<file path="config.mk">
export PLATFORM = sky130hd
export DESIGN_NAME = adc_spi_emu
export DESIGN_NICKNAME = d
export VERILOG_FILES = /design/src/rtl/adc_emu_pkg.sv /design/src/rtl/spi_frame_rx.sv /design/src/rtl/cfg_decode.sv /design/src/rtl/sample_pipe.sv /design/src/rtl/adc_spi_emu.sv
export SDC_FILE = /design/constraint.sdc
export NUM_CORES = 1
export LEC_CHECK = 0
export CAP_MARGIN = 20
export CORE_AREA = 2 2 108 152
export CTS_CLUSTER_DIAMETER = 60
export CTS_CLUSTER_SIZE = 14
export DETAILED_ROUTE_END_ITERATION = 8
export DIE_AREA = 0 0 110 154
export DONT_BUFFER_PORTS = 1
export GPL_TIMING_DRIVEN = 0
export RECOVER_POWER = 100
export SLEW_MARGIN = 25
export SYNTH_ARGS = -nofsm -noshare
export SYNTH_HDL_FRONTEND = slang
export SYNTH_SLANG_ARGS = --single-unit
</file>
<file path="constraint.sdc">
create_clock -name clk -period 1.65 [get_ports clk]
set_input_delay 0.33 -clock clk [delete_from_list [all_inputs] [get_ports clk]]
set_output_delay 0.33 -clock clk [all_outputs]
set_load 0.1 [all_outputs]
</file>
<file path="src/rtl/adc_emu_pkg.sv">
package adc_emu_pkg;
  localparam int WORD_W  = 16;
  localparam int CHID_W  = 4;
  localparam int FULL_W  = 12;
  // command field positions decoded by the settings stage
  localparam int BIT_WREN  = 11;
  localparam int BIT_MAN   = 12;
  localparam int BIT_RANGE = 6;
  localparam int CHAN_LSB  = 7;

  typedef struct packed {
    logic              manual;
    logic              range_x2;
    logic [CHID_W-1:0] chan;
  } emu_cfg_t;
endpackage

</file>
<file path="src/rtl/spi_frame_rx.sv">
module spi_frame_rx
  import adc_emu_pkg::*;
#(
  parameter int SYNC_STAGES = 2
) (
  input  logic              clk,
  input  logic              rst,
  input  logic              sclk,
  input  logic              cs_n,
  input  logic              mosi,
  input  logic [WORD_W-1:0] tx_word,
  output logic              frame_done,
  output logic [WORD_W-1:0] rx_word,
  output logic              miso,
  output logic              cs_idle
);
  logic [SYNC_STAGES-1:0] sclk_sy, cs_sy, mosi_sy;
  logic sclk_d, cs_d;
  logic [WORD_W-1:0] rx_sr, tx_sr;
  logic sclk_rise, sclk_fall, cs_rise, cs_fall;

  assign sclk_rise = sclk_sy[SYNC_STAGES-1] & ~sclk_d;
  assign sclk_fall = ~sclk_sy[SYNC_STAGES-1] & sclk_d;
  assign cs_rise   = cs_sy[SYNC_STAGES-1] & ~cs_d;
  assign cs_fall   = ~cs_sy[SYNC_STAGES-1] & cs_d;
  assign cs_idle   = cs_sy[SYNC_STAGES-1];

  always_ff @(posedge clk) begin
    if (rst) begin
      sclk_sy    <= '0;
      cs_sy      <= '1;
      mosi_sy    <= '0;
      sclk_d     <= 1'b0;
      cs_d       <= 1'b1;
      rx_sr      <= '0;
      tx_sr      <= '0;
      rx_word    <= '0;
      frame_done <= 1'b0;
      miso       <= 1'b0;
    end else begin
      sclk_sy <= {sclk_sy[SYNC_STAGES-2:0], sclk};
      cs_sy   <= {cs_sy[SYNC_STAGES-2:0], cs_n};
      mosi_sy <= {mosi_sy[SYNC_STAGES-2:0], mosi};
      sclk_d  <= sclk_sy[SYNC_STAGES-1];
      cs_d    <= cs_sy[SYNC_STAGES-1];
      if (cs_fall) begin
        tx_sr <= tx_word;
      end else if (!cs_idle && sclk_rise) begin
        rx_sr <= {rx_sr[WORD_W-2:0], mosi_sy[SYNC_STAGES-1]};
      end else if (!cs_idle && sclk_fall) begin
        tx_sr <= {tx_sr[WORD_W-2:0], 1'b0};
      end
      frame_done <= cs_rise;
      if (cs_rise) rx_word <= rx_sr;
      miso <= cs_idle ? 1'b0 : tx_sr[WORD_W-1];
    end
  end
endmodule

</file>
<file path="src/rtl/cfg_decode.sv">
module cfg_decode
  import adc_emu_pkg::*;
(
  input  logic              clk,
  input  logic              rst,
  input  logic              frame_done,
  input  logic [WORD_W-1:0] rx_word,
  output emu_cfg_t          cfg,
  output logic              upd
);
  always_ff @(posedge clk) begin
    if (rst) begin
      cfg <= '0;
      upd <= 1'b0;
    end else begin
      upd <= frame_done;
      if (frame_done && rx_word[BIT_WREN]) begin
        cfg.manual   <= rx_word[BIT_MAN];
        cfg.range_x2 <= rx_word[BIT_RANGE];
        cfg.chan     <= rx_word[CHAN_LSB +: CHID_W];
      end
    end
  end
endmodule

</file>
<file path="src/rtl/sample_pipe.sv">
module sample_pipe
  import adc_emu_pkg::*;
#(
  parameter int NUM_CH   = 16,
  parameter int RES_BITS = 12
) (
  input  logic                       clk,
  input  logic                       rst,
  input  logic                       upd,
  input  logic [CHID_W-1:0]          chan,
  input  logic [NUM_CH*RES_BITS-1:0] sample_bus,
  output logic [WORD_W-1:0]          conv_word,
  output logic [WORD_W-1:0]          tx_word
);
  localparam int MSB_POS = FULL_W - 1;

  logic [RES_BITS-1:0] picked;
  logic [WORD_W-1:0]   fresh;
  int unsigned         sel;
  logic                in_range;

  always_comb begin
    in_range = (int'(chan) < NUM_CH);
    sel      = in_range ? int'(chan) : 0;
    picked   = in_range ? sample_bus[sel*RES_BITS +: RES_BITS] : '0;
    fresh    = '0;
    fresh[WORD_W-1 -: CHID_W]  = chan;
    fresh[MSB_POS -: RES_BITS] = picked;
  end

  // two stages: capture (conversion frame) then shift-out frame
  always_ff @(posedge clk) begin
    if (rst) begin
      conv_word <= '0;
      tx_word   <= '0;
    end else if (upd) begin
      tx_word   <= conv_word;
      conv_word <= fresh;
    end
  end
endmodule

</file>
<file path="src/rtl/adc_spi_emu.sv">
module adc_spi_emu
  import adc_emu_pkg::*;
#(
  parameter int NUM_CH      = 16,
  parameter int RES_BITS    = 12,
  parameter int SYNC_STAGES = 2
) (
  input  logic                       clk,
  input  logic                       rst,
  input  logic                       spi_sclk,
  input  logic                       spi_cs_n,
  input  logic                       spi_mosi,
  output logic                       spi_miso,
  input  logic [NUM_CH*RES_BITS-1:0] sample_bus,
  output logic                       cfg_manual,
  output logic                       cfg_range_x2,
  output logic [CHID_W-1:0]          cfg_chan
);
  logic              frame_done, cs_idle, cfg_upd;
  logic [WORD_W-1:0] rx_word, tx_word, conv_word;
  emu_cfg_t          cfg;

  spi_frame_rx #(.SYNC_STAGES(SYNC_STAGES)) u_rx (
    .clk(clk), .rst(rst), .sclk(spi_sclk), .cs_n(spi_cs_n), .mosi(spi_mosi),
    .tx_word(tx_word), .frame_done(frame_done), .rx_word(rx_word),
    .miso(spi_miso), .cs_idle(cs_idle)
  );

  cfg_decode u_cfg (
    .clk(clk), .rst(rst), .frame_done(frame_done), .rx_word(rx_word),
    .cfg(cfg), .upd(cfg_upd)
  );

  sample_pipe #(.NUM_CH(NUM_CH), .RES_BITS(RES_BITS)) u_pipe (
    .clk(clk), .rst(rst), .upd(cfg_upd), .chan(cfg.chan),
    .sample_bus(sample_bus), .conv_word(conv_word), .tx_word(tx_word)
  );

  assign cfg_manual   = cfg.manual;
  assign cfg_range_x2 = cfg.range_x2;
  assign cfg_chan     = cfg.chan;
endmodule

</file>
# Yosys cells after proc, flatten, opt, wreduce, memory -nomap -nowiden
# Index checks and enable logic that the tools add are counted.
[op_classes] mul=1 n_eq_ne=1 shifts=1 muxes=3 bitwise_logic=9 reduce_logical=8
[op_table] operator="$shiftx A192 B9 Y12" n=1
[op_table] operator="$mux W16" n=3
[op_table] operator="$mul A4 B2 Y6 const B" n=1
[op_table] operator="$not A1 Y1" n=5
[op_table] operator="$and A1 B1 Y1" n=4
[op_table] operator="$reduce_and A2 Y1" n=2
[op_table] operator="$logic_and A1 B1 Y1" n=3
[op_table] operator="$ne A2 B1 Y1 const B" n=1
[op_table] operator="$reduce_bool A2 Y1" n=1
[op_table] operator="$reduce_or A2 Y1" n=1
[op_table] operator="$logic_not A1 Y1" n=1
[word_totals] register_bits=91 input_bits=197 word_cells=39

# Longest topological paths before layout
[logic_depth] ltp_word=6 ltp_mapped=8

# Modules after synthesis
# From an unflattened synthesis, not the netlist that was laid out.
[unflattened] cells_unflattened=583 area_unflattened_um2=5197.5
[modules_own_cells] module="sample_pipe" instances=1 cells_each=314 area_per_inst_um2=2746.4 seq_area_each_um2=640.6
[modules_own_cells] module="spi_frame_rx" instances=1 cells_each=241 area_per_inst_um2=2162.1 seq_area_each_um2=1161.1
[modules_own_cells] module="cfg_decode" instances=1 cells_each=28 area_per_inst_um2=289.0 seq_area_each_um2=140.1

# Worst setup path after synthesis
# Ideal clock, no wire load.
[synth_path] path_kind="register -> register" from="reg u_cfg.cfg[1] (netlist name)" to="reg u_pipe.conv_word[3]" setup_ns=0.119 arrival_ns=2.313 required_ns=1.531 setup_slack_ns=-0.782 stages_incl_launch_ff=7 path_buffers=2 cell_sequence="dfxtp_1 > buf_6 > buf_8 > mux4_1 > mux2_2 > a22oi_2 > nand2_1"
[synth_via] elab_chain_len=2
[synth_rtl] element="$mul A4 B2 Y6" line_no="sample_pipe.sv:25" text="picked = in_range ? sample_bus[sel*RES_BITS +: RES_BITS] : '0;"
[synth_rtl] element="$shiftx A192 B9 Y12" line_no="sample_pipe.sv:25"
[synth_rtl] element="end signal: assignment" line_no="sample_pipe.sv:38" text="conv_word <= fresh;"
[synth_rtl] element="end: declaration" line_no="sample_pipe.sv:12" text="output logic [WORD_W-1:0] conv_word,"
# No other way between the ends.
# A chain may end at the register's enable or synchronous reset.

# Final worst setup path
[layout_path] from="reg u_cfg.cfg[1] (netlist name)" to="reg u_pipe.conv_word[4]"
[layout_via] elab_chain_len=2
[layout_rtl] element="$mul A4 B2 Y6" line_no="sample_pipe.sv:25"
[layout_rtl] element="$shiftx A192 B9 Y12" line_no="sample_pipe.sv:25"
# No other way between the ends.

==> reports/metrics.csv <==
stage;metric;value;unit
grt;grt_pass1_wl;20400;um
cts;cts_tree;yes;
place;port_buffers;0;
routing;drt-wirelength-per-cell;20.7;um
place;dp.cells;641;
synthesis;syn_inst;445;
floorplanning;dieArea;0.0169;mm^2
pwr;comb_power_share;5.7;%
sta;fin_crit;2020;ps
grt;antenna_found_initial;2;
floorplanning;start_util;29.8;%
sta;rsz0062_at_grt;true;
sta;fmax;495;MHz
routing;avgViaCountPerCell;5.43;
routing;drtPass1Iterations;4;
place;dp_hpwl;11200;um
pwr;switching_power;0.952;mW
cts;h-tree-depth;3;
cts;clk_path_buf_depth;2;
pwr;netSwitchingFraction;21.1;%
finish;area.growth.synth_to_final;16.5;%
grt;grt_max_degree;15;
worst_setup_path;critical_path.top_delay_family;buffers and inverters;
pwr;intPower;3.56;mW
synthesis;ys.flop_type;dfxtp_1;
worst_setup_path;reg2reg_depth;8;
synthesis;synth_nets;642;
pwr;power;4.51;mW
pwr;pwr_density_cell;841;mW/mm^2
sta;finalHoldViolCount;0;
finish;layout.cells.non_filler;662;
worst_setup_path;critPathSlowestCell;dfxtp_4;
place;place.gp.congestion;0.885;
floorplanning;die_w;110;um
worst_setup_path;rr_startpoint;u_cfg.cfg[1];
floorplanning;die_y;154;um
routing;num_vias;3595;
synthesis;seq_area_frac_synth;37.0;%
sta;worst_slack;-372;ps
worst_setup_path;reg2reg_slack;-370;ps
worst_hold_path;hold_end;u_rx.cs_sy[0];
worst_setup_path;endpoint_kind;flop;
cts;clk_latency;340;ps
synthesis;synth-seq-cells;85;
worst_hold_path;hold_start;spi_cs_n;
pwr;power.leakage;1.69;nW
worst_setup_path;critPathKind;reg2reg;
run_status;violations;setup timing;
routing;routed_wl;13700;um
finish;final_cell_mix;dfxtp_1, mux2i_1, nand2_1;
cts;cts_hold_buf;0;
worst_setup_path;path_max_fanout;10;
finish;fin_nets;656;
sta;maxSlewViolCount;0;
worst_setup_path;r2r_end;u_pipe.conv_word[4];
flow_run;maxCapViolations;0;
routing;ant_nets;0;
sta;skew;6.25;ps
floorplanning;row_count;54;
synthesis;synth.distinct_cells;33;
floorplanning;pin_count;204;
synthesis;syn_area;0.00460;mm^2
worst_setup_path;worstSetupStartpoint;u_cfg.cfg[1];
worst_setup_path;startpoint_type;flop;
cts;numCtsBuffers;9;
worst_setup_path;worstPathCellList;buf_12, buf_12, buf_12, nor2b_1, clkbuf_2, a221oi_1, o21ai_0, nand2_1;
floorplanning;core;0.0155;mm^2
cts;clockRootBuffer;clkbuf_16;
synthesis;syn_avg_cell_area;10.3;um^2
worst_setup_path;max_stage_delay;470;ps
worst_setup_path;cp_common_cell;buf_12;
worst_setup_path;cp.buffers_inverters;4;
worst_setup_path;critPathArrivalTime;2300;ps
finish;drive_above_1_share;25.2;%
synthesis;ys_async_sr_fraction;0;%
cts;clk_pin_slew;60;ps
sta;tns;-4260;ps
pwr;ir_drop;0.538;mV
synthesis;synth-edff-count;0;
worst_setup_path;critPathRequiredTime;1930;ps
pwr;p_seq_share;46.4;%
pwr;pwr-share-clk;47.9;%
finish;final_common_cell;dfxtp_1;
grt;grt_overflow_total;0;
worst_hold_path;hold_class;in2reg;
cts;cts.sinks;85;
sta;finalSetupViolations;13;
sta;slew_headroom;35.4;%
grt;grt_usage;15.9;%
synthesis;ys.warnings.count;0;
run_status;outcome;finished with violations;
worst_hold_path;min_path_cells;1;
routing;drt_iter0_markers;170;
routing;drc;0;
sta;worstMarginPinSlew;967;ps
grt;grt_pass1_vias;3737;
sta;min_period_over_period;123;%
worst max-delay path by stage:
| stage | to | slack [ps] | cells after the start |
|---|---|---|---|
| after floorplan | u_pipe.conv_word[10] | -250 | 6 |
| after global placement | u_pipe.conv_word[4] | -580 | 5 |
| after detailed placement | u_pipe.conv_word[11] | -570 | 5 |
| after CTS | u_pipe.conv_word[5] | -370 | 6 |
| after global routing | u_pipe.conv_word[5] | -410 | 6 |
| final | u_pipe.conv_word[4] | -370 | 8 |
cell usage after synthesis (9+ instances only):
library cell / n / area share (%)
clkbuf_1: 19 / 1.5
mux4_2: 16 / 7.8
a21oi_1: 29 / 3.2
mux4_1: 15 / 8.6
dfxtp_1: 85 / 37
nor2b_1: 9 / 1.2
mux2i_1: 60 / 13
a221oi_1: 9 / 1.7
a211oi_1: 15 / 2.4
buf_2: 10 / 1.1
nand2_1: 58 / 4.7
mux2_2: 20 / 4.9
nor2_1: 41 / 3.3
through the flow:
| step | instance area (um^2) | hold slack [ps] | util, % | setup slack, ps |
|---|---|---|---|---|
| floorplan | 4610 | 389 | - | -249 |
| global placement | 4860 | 401 | 31.4 | -585 |
| detailed placement | 4860 | 402 | 31.4 | -572 |
| CTS | 5320 | 93.3 | 34.4 | -367 |
| global route | 5370 | 98.1 | 34.7 | -415 |
| finish | 5370 | 101 | 34.7 | -372 |
power by group through the flow:
stage	clock (mW)	sequential, mW	combinational (mW)
finish	2.16	2.09	0.257
global route	2.27	2.09	0.279
CTS	2.18	2.09	0.257
detailed placement	0	2.14	0.251
global placement	0	2.14	0.244
floorplan	0	2.13	0.206
routing by layer:
| metal | vias to the layer above | GRT usage [%] | share of wire, % |
|---|---|---|---|
| li1 | 1672 | - | - |
| met1 | 1727 | 17.7 | 37 |
| met2 | 173 | 29.5 | 55 |
| met3 | 23 | 2.50 | 5.3 |
| met4 | 0 | 6.15 | 2.6 |
| met5 | - | 0 | 0 |
repair_timing:
action	in CTS	in global routing
pin swaps	1	1
endpoints found under the setup margin	26	45
resized for setup	23	17
cloned	1	1
setup buffers	3	0
registers in the layout (all words and copies together), names as in the netlist:
name,flops
u_rx.rx_sr,13
u_rx.miso,1
u_rx.frame_done,1
u_rx.cs_sy,2
u_rx.rx_word,7
u_rx.tx_sr,16
u_rx.cs_d,1
u_pipe.tx_word,16
u_rx.mosi_sy,2
u_rx.sclk_d,1
u_rx.sclk_sy,2
u_cfg.upd,1
u_cfg.cfg,6
u_pipe.conv_word,16
worst reg2reg max path, stage by stage (launching register included):
cell and delay (ps):
dfxtp_4 470, buf_12 200, buf_12 150, buf_12 150, nor2b_1 130, clkbuf_2 170, a221oi_1 400, o21ai_0 200
nand2_1 100
final cells by class:
class,instances,area (um^2)
buffer,36,253
tap,196,245
sequential,85,1720
antenna,2,5.00
clock buffer,12,278
multi-input combinational,320,2730
inverter,2,7.51
clock inverter,4,51.3
timing repair buffer,5,82.6
fill,1495,10100
kinds of logic (layout without fill, tap and decap cells):
kind of cell,after synthesis,in the layout,share of synthesized area [%]
and+or+nand+nor,129,129,12.1
buffers and inverters,40,59,4.43
DFF,85,85,37.0
muxes,111,111,34.3
other,0,2,0
AOI/OAI and AO/OA,80,80,12.2
Power figures use the tool's default switching activity.
